## config.mk

```make
export PLATFORM = sky130hd
export DESIGN_NAME = acc_alu
export DESIGN_NICKNAME = d
export VERILOG_FILES = /design/src/rtl/acc_alu.sv
export SDC_FILE = /design/constraint.sdc
export NUM_CORES = 1
export LEC_CHECK = 0
export ABC_CLOCK_PERIOD_IN_PS = 7600
export BUFFER_PORTS_ARGS = -buffer_cell sky130_fd_sc_hd__buf_2
export CAP_MARGIN = 20
export CORE_UTILIZATION = 55
export CTS_CLUSTER_DIAMETER = 100
export DETAILED_ROUTE_END_ITERATION = 8
export HOLD_SLACK_MARGIN = 0.12
export PLACE_DENSITY = 0.82
export RECOVER_POWER = 100
export SLEW_MARGIN = 20
export SYNTH_ARGS = -nofsm -noshare
export SYNTH_HDL_FRONTEND = slang
export SYNTH_SLANG_ARGS = --single-unit
```

## constraint.sdc

```tcl
create_clock -name clk -period 7.6 [get_ports clk]
set_clock_uncertainty 0.15 [all_clocks]
set_input_delay 1.52 -clock clk [delete_from_list [all_inputs] [get_ports clk]]
set_output_delay 1.52 -clock clk [all_outputs]
set_load 0.01 [all_outputs]
```

## src/rtl/acc_alu.sv

```systemverilog
module acc_alu #(
  parameter int W = 8
) (
  input  logic         clk,
  input  logic         rst_n,
  input  logic         wr_en,
  input  logic [3:0]   op_sel,
  input  logic [W-1:0] operand,
  output logic [W-1:0] acc_q,
  output logic         carry_q,
  output logic         acc_zero
);
  logic [W:0]   sum_add, sum_md, sum_dm;
  logic         cin_add, cin_sub;
  logic [W-1:0] d_nxt;
  logic         df_nxt;

  assign cin_add = (op_sel == 4'd4) && carry_q;
  assign cin_sub = (op_sel == 4'd6 || op_sel == 4'd8) ? carry_q : 1'b1;

  assign sum_add = {1'b0, operand} + {1'b0, acc_q} + {{W{1'b0}}, cin_add};
  assign sum_md  = {1'b0, operand} + {1'b0, ~acc_q} + {{W{1'b0}}, cin_sub};
  assign sum_dm  = {1'b0, acc_q} + {1'b0, ~operand} + {{W{1'b0}}, cin_sub};

  always_comb begin
    d_nxt  = acc_q;
    df_nxt = carry_q;
    case (op_sel)
      4'd0: d_nxt = operand | acc_q;
      4'd1: d_nxt = operand & acc_q;
      4'd2: d_nxt = operand ^ acc_q;
      4'd3, 4'd4: {df_nxt, d_nxt} = sum_add;
      4'd5, 4'd6: {df_nxt, d_nxt} = sum_md;
      4'd7, 4'd8: {df_nxt, d_nxt} = sum_dm;
      4'd9:  {d_nxt, df_nxt} = {1'b0, acc_q};
      4'd10: {d_nxt, df_nxt} = {carry_q, acc_q};
      4'd11: {df_nxt, d_nxt} = {acc_q, 1'b0};
      4'd12: {df_nxt, d_nxt} = {acc_q, carry_q};
      default: ;
    endcase
  end

  always_ff @(posedge clk or negedge rst_n) begin
    if (!rst_n) begin
      acc_q   <= '0;
      carry_q <= 1'b0;
    end else if (wr_en) begin
      acc_q   <= d_nxt;
      carry_q <= df_nxt;
    end
  end

  assign acc_zero = ~|acc_q;
endmodule


```

# == Yosys cells after proc, flatten, opt, wreduce, memory -nomap -nowiden ==
# Cells that the tools add are included.
# totals
output_inout_bits,10
regBits,9
word_cells,42
# op_classes
bitwise,5
mux,3
n_addsub,6
eq_ne,12
n_reduce_logical,14
# ops
operator,count
one-hot mux 8 bit (10 select lines),1
adder 8 x 8 -> 9 bit,3
adder 9 x 1 -> 9 bit,3
"== test 4 bit, second input constant",5
"== test 4 x 3 -> 1 bit, second input constant",4
inverter 8 bit,2
nonzero test 10 bit,1
OR reduction 2 bit,5
AND 8 bit,1
"== test 4 x 2 -> 1 bit, second input constant",2
OR 8 bit,1
OR reduction 8 bit,1
XOR 8 bit,1
one-hot mux 1 bit (5 select lines),1
nonzero test 5 bit,1
"== test 4 x 1 -> 1 bit, second input constant",1
zero test 4 bit,1
AND reduction 2 bit,2
logical AND 1 bit,1
zero test 1 bit,1
logical OR 1 bit,1
2-to-1 mux 1 bit,1

# == Depth between registers and ports, before layout ==
# Gate-level depths: netlist (run 1).
# depth
word_depth,5
mapped_depth,15
depth_no_buf,14

# == Least setup slack after synthesis (run 1) ==
# OpenSTA, ideal clock, no wires.
# synth_timing
path_kind,input-to-reg
from,input port op_sel[2]
to,register acc_q[4]
n_path_buf,1
t_required_ps,7306
path_slack_ps,3061
t_arrival_ps,4245
setup_time_ps,144
cell_stages,15
path_cell_list,buf_2 nor2b_1 mux2i_1 or3_1 inv_1 fa_1 inv_1 fa_1 nor2b_1 o21a_1 o21ai_1 o2111a_1 a21oi_1 a2111oi_0 a222oi_1
# synth_via
elab_chain_cells,5
word_cells_on_any_way,25
cone_classes,add/sub (3); eq/ne (12); mux (2); reduce/logical (8)
# synth_lines
item,line,rtl
"start, declared",7,"input logic [3:0] op_sel,"
== test 4 x 3 -> 1 bit or == test 4 bit (tied branches),"19, 28",
logical OR 1 bit,19,assign cin_sub = (op_sel == 4'd6 || op_sel == 4'd8) ? carry_q : 1'b1;
2-to-1 mux 1 bit,19,
adder 9 x 1 -> 9 bit (on tied branches),"23, 22",
one-hot mux 8 bit (10 select lines),28,case (op_sel)
"end signal, assigned",48,acc_q <= d_nxt;
"end, declared",9,"output logic [W-1:0] acc_q,"
# Parallel ways exist; a longest one is shown, timed or not.
# A chain may end at the register's enable or synchronous reset.

# == Final worst setup path (run 1) ==
# layout_timing
from,input port op_sel[3]
to,register acc_q[4]
# Same word-level chain as after synthesis.

==> results of run 1 <==
per-layer routing:
| metal | vias to the layer above | global-route usage (%) | routed length [µm] |
|---|---|---|---|
| met5 | - | 0 | 0 |
| met4 | 0 | 13.3 | 165 |
| met3 | 27 | 4.40 | 742 |
| met2 | 162 | 53.8 | 3070 |
| met1 | 1108 | 48.1 | 2850 |
| li1 | 1111 | - | - |
worst max-delay path: stages:
cell and delay, ns:
clkbuf_1 0.58, nor2b_1 0.46, mux2i_1 0.13, or3_1 0.37, inv_1 0.09, fa_1 0.18
inv_1 0.06, fa_1 0.40, nor2b_1 0.15, o21a_1 0.20, o21ai_0 0.29, o2111a_1 0.26
a21oi_1 0.05, a2111oi_0 0.36, a222oi_1 0.15
state kept, by name, indices dropped and copies added (netlist names):
signal,flops
carry_q,1
acc_q,8
logic make-up after synthesis:
| group | Yosys count | synth area share (%) |
|---|---|---|
| fa+ha+maj | 36 | 22.8 |
| compound gates | 112 | 34.8 |
| flops | 9 | 10.4 |
| buf+inv | 43 | 7.83 |
| mux | 7 | 3.45 |
| simple gates | 82 | 18.4 |
| xor+xnor | 6 | 2.42 |
final cells by class:
type,instances,share of cell area (%)
Timing Repair Buffer,24,4.52
Multi-Input combinational cell,243,76.6
Tap cell,48,2.58
Sequential cell,9,9.69
Clock buffer,4,1.94
Inverter,29,4.68
cell usage after synthesis (all sizes together), types with 2 or more instances:
cell type,n,share of area [%]
a211o,2,0.81
a211oi,8,2.8
a21o,2,0.69
a21oi,22,5.1
a221o,3,1.4
a221oi,4,1.6
a222oi,2,0.92
a22o,2,0.81
a22oi,4,1.6
a31oi,7,2.0
and2,3,1.0
buf,6,1.4
clkbuf,8,1.4
clkinv,2,0.35
dfrtp,9,10
fa,6,5.5
ha,30,17
inv,27,4.7
mux2i,6,2.9
nand2,20,3.5
nand2b,4,1.2
nand3,7,1.6
nand4,2,0.58
nor2,24,4.5
nor2b,7,2.0
nor3,6,1.4
nor4,3,0.86
o211ai,2,0.69
o21a,4,1.4
o21ai,24,5.5
o21bai,4,1.4
o221ai,4,1.6
o22ai,8,2.3
o31ai,2,0.69
or2,2,0.58
xnor2,4,1.6
xor2,2,0.81
cell usage in the layout, fill, tap and decap left out, types with 6 or more instances in the layout:
cell	instances
buf_2	12
a211oi_1	8
nor2_1	23
nor2b_1	7
a31oi_1	7
nor3_1	6
a21oi_1	22
inv_1	27
nand3_1	7
o22ai_1	8
nand2_1	20
dfrtp_1	9
o21ai_0	24
ha_1	30
fa_1	6
clkbuf_1	13
how the worst max path moves through the flow:
| stage | slack, ns | endpoint | depth (start not counted) |
|---|---|---|---|
| after detailed placement | 2.57 | acc_q[4]$_DFFE_PN0P_ | 15 |
| after CTS | 2.82 | acc_q[4]$_DFFE_PN0P_ | 15 |
| after floorplan | 3.06 | acc_q[4]$_DFFE_PN0P_ | 15 |
| final | 2.30 | acc_q[4]$_DFFE_PN0P_ | 15 |
| after global routing | 2.06 | acc_q[4]$_DFFE_PN0P_ | 15 |
| after global placement | 2.68 | acc_q[4]$_DFFE_PN0P_ | 15 |
power by group through the flow:
| stage | registers, mW | logic (mW) | clock network [mW] |
|---|---|---|---|
| floorplan | 0.0978 | 0.294 | 0 |
| global placement | 0.100 | 0.402 | 0 |
| detailed placement | 0.101 | 0.405 | 0 |
| CTS | 0.0999 | 0.406 | 0.0627 |
| global route | 0.105 | 0.450 | 0.0655 |
| finish | 0.102 | 0.414 | 0.0638 |
metrics by stage:
step	std cells	cell area [µm²]	hold slack, ns	power [mW]
finish	357	2320	0.519	0.580
global route	357	2320	0.581	0.621
CTS	357	2340	0.520	0.568
detailed placement	353	2290	0.504	0.505
global placement	353	2290	0.486	0.502
floorplan	295	2170	0.446	0.392
==> out/qor.csv, run 1 <==
metric;value;unit
cts.sinks;9;
irDropWorstVdd;125;µV
max_cap_viol_count;0;
drtAntennaViolNets;0;
yosysWarnings;0;
start_util;58.5;%
clock.fmax;189;MHz
fin_crit_sh;69.7;%
synthDistinctLibCells;59;
hold_path.class;reg2reg;
dp_worst_setup_slack;2.57;ns
p_seq_share;17.6;%
drive_above_1_share;7.12;%
antenna_found_initial;0;
cts.repair.resized;0;
regToRegStartpoint;carry_q$_DFFE_PN0P_;
synthCells;295;
p_clk_share;11.0;%
rows;22;
crit_required;7.55;ns
status;finished, final reports clean;
holdPathStages;2;
p_switching;0.317;mW
setup_viol;0;
min_from;acc_q[3]$_DFFE_PN0P_;
swShare;54.6;%
crit_path_end_kind;flop;
post_drt_wl_per_cell;19.1;µm
reg2reg_depth;12;
numCtsBuffers;3;
reg2reg_to;acc_q[4]$_DFFE_PN0P_;
die_area;4210;µm²
critPathLaunchType;primary input;
tns;0;ns
gr-total-overflow;0;
netlist_area;2170;µm²
rsz0062_at_grt;false;
intPower;0.263;mW
crit_type;in2reg;
crit_arrival;5.25;ns
synth-seq-cells;9;
fillers;355;
synth_edf_count;0;
cellPowerDensity;250;nW/µm²
worstPathMaxFanout;22;
area_growth;6.85;%
pwr-share-comb;71.4;%
tritoncts;built;
firstDrtPassIters;8;
ios;25;
core;3720;µm²
cts.clk_slew.worst_paths;0.06;ns
min_to;acc_q[3]$_DFFE_PN0P_;
p_leak;1.01;nW
syn_avg_cell_area;7.37;µm²
grt_pass1_vias;2229;
hold_violations;0;
yosysSeqAreaShare;10.4;%
slew_headroom;47.1;%
globalplace.congestion;1.02;
die_y;64.9;µm
syn_nets;346;
htree_levels;1;
dpl.hpwl;5200;µm
grt_start_max_net_pins;23;
track_usage;34.6;%
setup_slack;2.30;ns
routed_wl;6830;µm
drt_iter0_drc;457;
avgViaCountPerCell;6.75;
die_width;64.9;µm
worstMarginPinSlew;0.793;ns
antenna_cells;0;
synth-main-ff-cell;dfrtp_1;
seq_area;225;µm²
reg2reg_slack;4.24;ns
startpoint;op_sel[3];
nets;361;
postSynth.asyncResetShare;100;%
multi_input_area;1780;µm²
route.detailed.drc;0;
port_buffers;24;
utilization;62.5;%
clk_latency;0.25;ns
cts_setup_buffers;0;
finalMaxSlewViolations;0;
clk_path_buf_depth;2;
ctsHoldBuffers;0;
dr_total_vias;2408;
layout_min_cycle_time;5.30;ns
grt_pass1_wl;11100;µm
clockRootBuffer;clkbuf_8;
(Power assumes the default switching activity.)
==> inputs of run 2 (changes only) <==
- ABC_CLOCK_PERIOD_IN_PS: 7600 -> 5500
- clock period: 7.6 -> 5.5 ns (I/O delays scaled with it)
==> run 2 against run 1 <==
Sequential cell count stayed put. Clock power increased by 42%. Via count grew 0.37%. Worst setup slack lost 1.6 ns. Final cell count unchanged. Global-route usage is 1.0 points lower. Power up 38%. Combinational power rose by 37%. Die area is the same. Design area stayed put. Critical path type unchanged. Critical endpoint unchanged. Largest power group unchanged.
==> out/qor.csv, run 2 (synthesis results as in run 1) <==
metric;value;unit;change
start_util;58.5;%;unchanged
cts_setup_buffers;0;;unchanged
reg_top3;acc_q: 8 flops, carry_q: 1 flops;;
met3_length;781;µm;+5.3%
finalPower;0.799;mW;+38%
regToRegStartpoint;carry_q$_DFFE_PN0P_;;
htree_levels;1;;unchanged
ios;25;;unchanged
area_growth;6.85;%;unchanged
tns;0;ns;unchanged
fillers;349;;-1.7%
drive_above_1_share;7.12;%;unchanged
core;3720;µm²;unchanged
hold_path.class;reg2reg;;
gr-total-overflow;0;;unchanged
worstPathMaxFanout;22;;unchanged
worstMarginPinSlew;0.801;ns;+0.00824 ns
route.detailed.drc;0;;unchanged
hold_violations;0;;unchanged
clock.fmax;209;MHz;
die_width;64.9;µm;unchanged
max_cap_viol_count;0;;unchanged
regMostFlops;acc_q;;
crit_required;5.46;ns;-2.09 ns
globalplace.congestion;1.02;;-0.39%
min_from;acc_q[3]$_DFFE_PN0P_;;
largest_reg_flops;8;;unchanged
status;finished, final reports clean;;
rows;22;;unchanged
cellPowerDensity;344;nW/µm²;+38%
fin_crit_sh;87.1;%;
port_buffers;24;;unchanged
placed_cells;353;;unchanged
cts.repair.resized;0;;unchanged
stdcell_count;357;;unchanged
grt_pass1_vias;2311;;+3.7%
clk_path_buf_depth;2;;unchanged
critPathLaunchType;primary input;;
numCtsBuffers;3;;unchanged
layout_min_cycle_time;4.79;ns;
dr_total_vias;2417;;+0.37%
setup_viol;0;;unchanged
crit_chain;clkbuf_1 > nor2b_1 > mux2i_1 > or3_1 > inv_1 > fa_1 > inv_1 > fa_1 > nor2b_1 > o21a_1 > o21ai_1 > o2111a_1 > a21oi_1 > a2111oi_0 > a222oi_1;;
post_drt_wl_per_cell;18.9;µm;-1.4%
avgViaCountPerCell;6.77;;+0.37%
dpl.hpwl;5190;µm;-0.14%
die_y;64.9;µm;unchanged
antenna_found_initial;0;;unchanged
crit_path_end_kind;flop;;
rsz0062_at_grt;false;;
clockRootBuffer;clkbuf_8;;
antenna_cells;0;;unchanged
cts.clk_slew.worst_paths;0.07;ns;about the same
grt_pass1_wl;10900;µm;-2.1%
routed_wl;6740;µm;-1.4%
crit_path_max_incr_delay;0.59;ns;about the same
finalMaxSlewViolations;0;;unchanged
final_cell_mix;30 x ha_1, 27 x inv_1, 23 x nor2_1, 23 x o21ai_0, 22 x a21oi_1;;
drt_iter0_drc;374;;-18%
crit_type;in2reg;;
wl_met2;2990;µm;-2.8%
drtAntennaViolNets;0;;unchanged
cts.sinks;9;;unchanged
crit_arrival;4.75;ns;-0.50 ns
nets;361;;unchanged
firstDrtPassIters;6;;-2
irDropWorstVdd;173;µV;+39%
slew_headroom;46.6;%;-0.55 points
ctsHoldBuffers;0;;unchanged
clk_latency;0.25;ns;about the same
p_leak;1.01;nW;about the same
grt_start_max_net_pins;23;;unchanged
layout_commonest_cell;ha_1;;
track_usage;33.6;%;-1.0 points
tritoncts;built;;
wl_met1;2740;µm;-3.9%
slowest_stage;clkbuf_1;;
startpoint;op_sel[3];;
die_area;4210;µm²;unchanged
topRoutingLayerUsed;met4;;
-- run 2: power breakdown --
| part | switching (mW) | leakage, nW | internal [mW] |
|---|---|---|---|
| registers | 0.0511 | 0.102 | 0.0897 |
| logic | 0.345 | 0.888 | 0.222 |
| clock network | 0.0392 | 0.0228 | 0.0513 |
| total | 0.436 | 1.01 | 0.363 |
-- run 2: worst paths after layout --
path                                         to  slack (ns)  depth (start not counted)
max in group asynchronous  acc_q[3]$_DFFE_PN0P_        4.10                          1
setup / recovery           acc_q[4]$_DFFE_PN0P_        0.71                         15
min in group asynchronous  acc_q[4]$_DFFE_PN0P_        0.69                          1
hold / removal             acc_q[3]$_DFFE_PN0P_        0.51                          2
hold reg to reg            acc_q[3]$_DFFE_PN0P_        0.51                          2
setup reg to reg           acc_q[4]$_DFFE_PN0P_        2.22                         12
-- run 2: through the flow --
step | setup WS (ns) | cell area, µm² | hold WS, ns | util (%)
2_1_floorplan | 1.38 | 2170 | 0.446 | -
5_1_grt | 0.370 | 2320 | 0.560 | 62.5
3_5_place_dp | 0.858 | 2290 | 0.492 | 61.7
3_3_place_gp | 1.00 | 2290 | 0.486 | 61.7
4_1_cts | 1.10 | 2340 | 0.507 | 62.9
6_report | 0.712 | 2320 | 0.514 | 62.5
-- run 2: critical path, delay by kind of cell --
kind	cells	cell delay [ns]
compound gates	6	1.21
fa+ha+maj	2	0.58
buf+inv	3	0.74
mux	1	0.12
simple gates	3	0.99
-- run 2: layout make-up --
class / count / area, µm² / share of cell area [%]
flip-flops and latches: 9 / 225 / 9.69
clock buffers: 4 / 45.0 / 1.94
multi-input cells: 243 / 1780 / 76.6
inverters: 29 / 109 / 4.68
well taps: 48 / 60.1 / 2.58
repair buffers: 24 / 105 / 4.52
-- run 2: per-layer routing --
metal  track usage (%)  vias up
met5                 0        -
met4              15.8        0
met3              7.75       29
met2              52.3      165
met1              43.3     1110
li1                  -     1113
==> inputs of run 3 (changes only) <==
- CORE_ASPECT_RATIO: unset -> 1.5
==> run 3 against run 2 <==
Sequential cell count unchanged. Worst setup slack worse by 0.029 ns. Clock power down 3.0%. Maximum frequency down 0.61%. Critical path depth unchanged.
==> out/qor.csv, run 3 (synthesis results as in run 1) <==
metric;value;unit;change
route.detailed.drc;0;;unchanged
crit_arrival;4.77;ns;+0.02 ns
crit_required;5.45;ns;about the same
fin_crit_sh;87.6;%;+0.54 points
grt_start_max_net_pins;23;;unchanged
cts.clk_slew.worst_paths;0.06;ns;about the same
routed_wl;7090;µm;+5.2%
globalplace.congestion;0.959;;-6.0%
crit_type;in2reg;;
dpl.hpwl;5400;µm;+3.9%
post_drt_wl_per_cell;20.1;µm;+6.7%
setup_slack;0.683;ns;-0.0295 ns
ctsHoldBuffers;0;;unchanged
grt_pass1_vias;2375;;+2.8%
antenna_found_initial;0;;unchanged
cts.sinks;9;;unchanged
worstMarginPinSlew;0.819;ns;+0.0183 ns
max_cap_viol_count;0;;unchanged
final_cell_mix;30 x ha_1, 27 x inv_1, 23 x nor2_1, 23 x o21ai_0, 22 x a21oi_1;;
gr-total-overflow;0;;unchanged
largest_reg_flops;8;;unchanged
regMostFlops;acc_q;;
irDropWorstVdd;236;µV;+36%
topRoutingLayerUsed;met4;;
cts.repair.resized;0;;unchanged
hold_slack;0.511;ns;-0.00263 ns
firstDrtPassIters;5;;-1
dr_total_vias;2457;;+1.7%
clockRootBuffer;clkbuf_8;;
p_clk_share;10.9;%;-0.4 points
clock.fmax;208;MHz;-0.61%
p_switching;0.439;mW;+0.78%
die_area;4210;µm²;+0.12%
start_util;58.5;%;unchanged
reg_top3;acc_q: 8 flops, carry_q: 1 flops;;
clk_latency;0.25;ns;about the same
slew_headroom;45.4;%;-1.2 points
finalMaxSlewViolations;0;;unchanged
core;3720;µm²;unchanged
tritoncts;built;;
placed_cells;348;;-1.4%
rows;27;;+23%
hold_violations;0;;unchanged
track_usage;36.7;%;+3.2 points
tns;0;ns;unchanged
die_y;79.0;µm;+22%
htree_levels;1;;unchanged
clk_path_buf_depth;2;;unchanged
port_buffers;24;;unchanged
die_width;53.3;µm;-18%
rsz0062_at_grt;false;;
critPathLaunchType;primary input;;
worstPathMaxFanout;22;;unchanged
ios;25;;unchanged
avgViaCountPerCell;6.98;;+3.1%
status;finished, final reports clean;;
dp_worst_setup_slack;0.888;ns;+0.0306 ns
area_growth;6.56;%;
drtAntennaViolNets;0;;unchanged
setup_viol;0;;unchanged
intPower;0.363;mW;about the same
crit_path_end_kind;flop;;
swShare;54.7;%;+0.17 points
drive_above_1_share;7.12;%;unchanged
layout_commonest_cell;ha_1;;
wl_met1;2530;µm;-7.9%
pwr-share-comb;71.6;%;+0.6 points
nets;361;;unchanged
p_seq_share;17.4;%;-0.2 points
antenna_cells;0;;unchanged
met3_length;676;µm;-13%
numCtsBuffers;3;;unchanged
stdcell_count;352;;-1.4%
hold_path.class;reg2reg;;
cts_setup_buffers;0;;unchanged
drt_iter0_drc;264;;-29%
grt_pass1_wl;11300;µm;+4.2%
cellPowerDensity;346;nW/µm²;+0.73%
wl_met2;3470;µm;+16%
p_leak;1.01;nW;unchanged
layout_min_cycle_time;4.82;ns;+0.0295 ns
## run 3: critical path, cell delays in order
cell and delay [ns]:
clkbuf_1 0.60, nor2b_1 0.45, mux2i_1 0.12, or3_1 0.36
inv_1 0.09, fa_1 0.17, inv_1 0.05, fa_1 0.40
nor2b_1 0.15, o21a_1 0.21, o21ai_1 0.22, o2111a_1 0.24
a21oi_1 0.04, a2111oi_0 0.41, a222oi_1 0.16
## run 3: through the flow
stage / total power, mW / utilization (%) / area [µm²]
after floorplan: 0.541 / - / 2170
after global placement: 0.694 / 61.5 / 2290
after detailed placement: 0.700 / 61.5 / 2290
after CTS: 0.788 / 62.8 / 2330
after global routing: 0.864 / 62.4 / 2320
final: 0.802 / 62.4 / 2320
## run 3: layout make-up
class	instances	area [µm²]
tap	43	53.8
timing repair buffer	24	105
inverter	29	109
clock buffer	4	45.0
fill	382	1400
sequential	9	225
multi-input combinational	243	1780
## run 3: power by group through the flow
stage	Clock (mW)	Sequential (mW)	Combinational [mW]
floorplan	0	0.135	0.406
global placement	0	0.138	0.557
detailed placement	0	0.138	0.562
global route	0.0925	0.143	0.629
finish	0.0878	0.140	0.575
CTS	0.0865	0.137	0.565
## run 3: path summary, 6_finish.rpt
path / startpoint / to / slack (ns) / cells past startpoint
max in group asynchronous: rst_n / carry_q$_DFFE_PN0P_ / 4.01 / 1
hold reg to reg: acc_q[3]$_DFFE_PN0P_ / acc_q[3]$_DFFE_PN0P_ / 0.51 / 2
hold / removal: acc_q[3]$_DFFE_PN0P_ / acc_q[3]$_DFFE_PN0P_ / 0.51 / 2
setup reg to reg: carry_q$_DFFE_PN0P_ / acc_q[4]$_DFFE_PN0P_ / 2.20 / 12
min in group asynchronous: rst_n / acc_q[1]$_DFFE_PN0P_ / 0.73 / 1
setup / recovery: op_sel[3] / acc_q[4]$_DFFE_PN0P_ / 0.68 / 15
## run 3: metal layers
metal	vias to the layer above	track usage, %
li1	1113	-
met1	1134	42.5
met2	165	59.6
met3	45	6.13
met4	0	23.9
met5	-	0
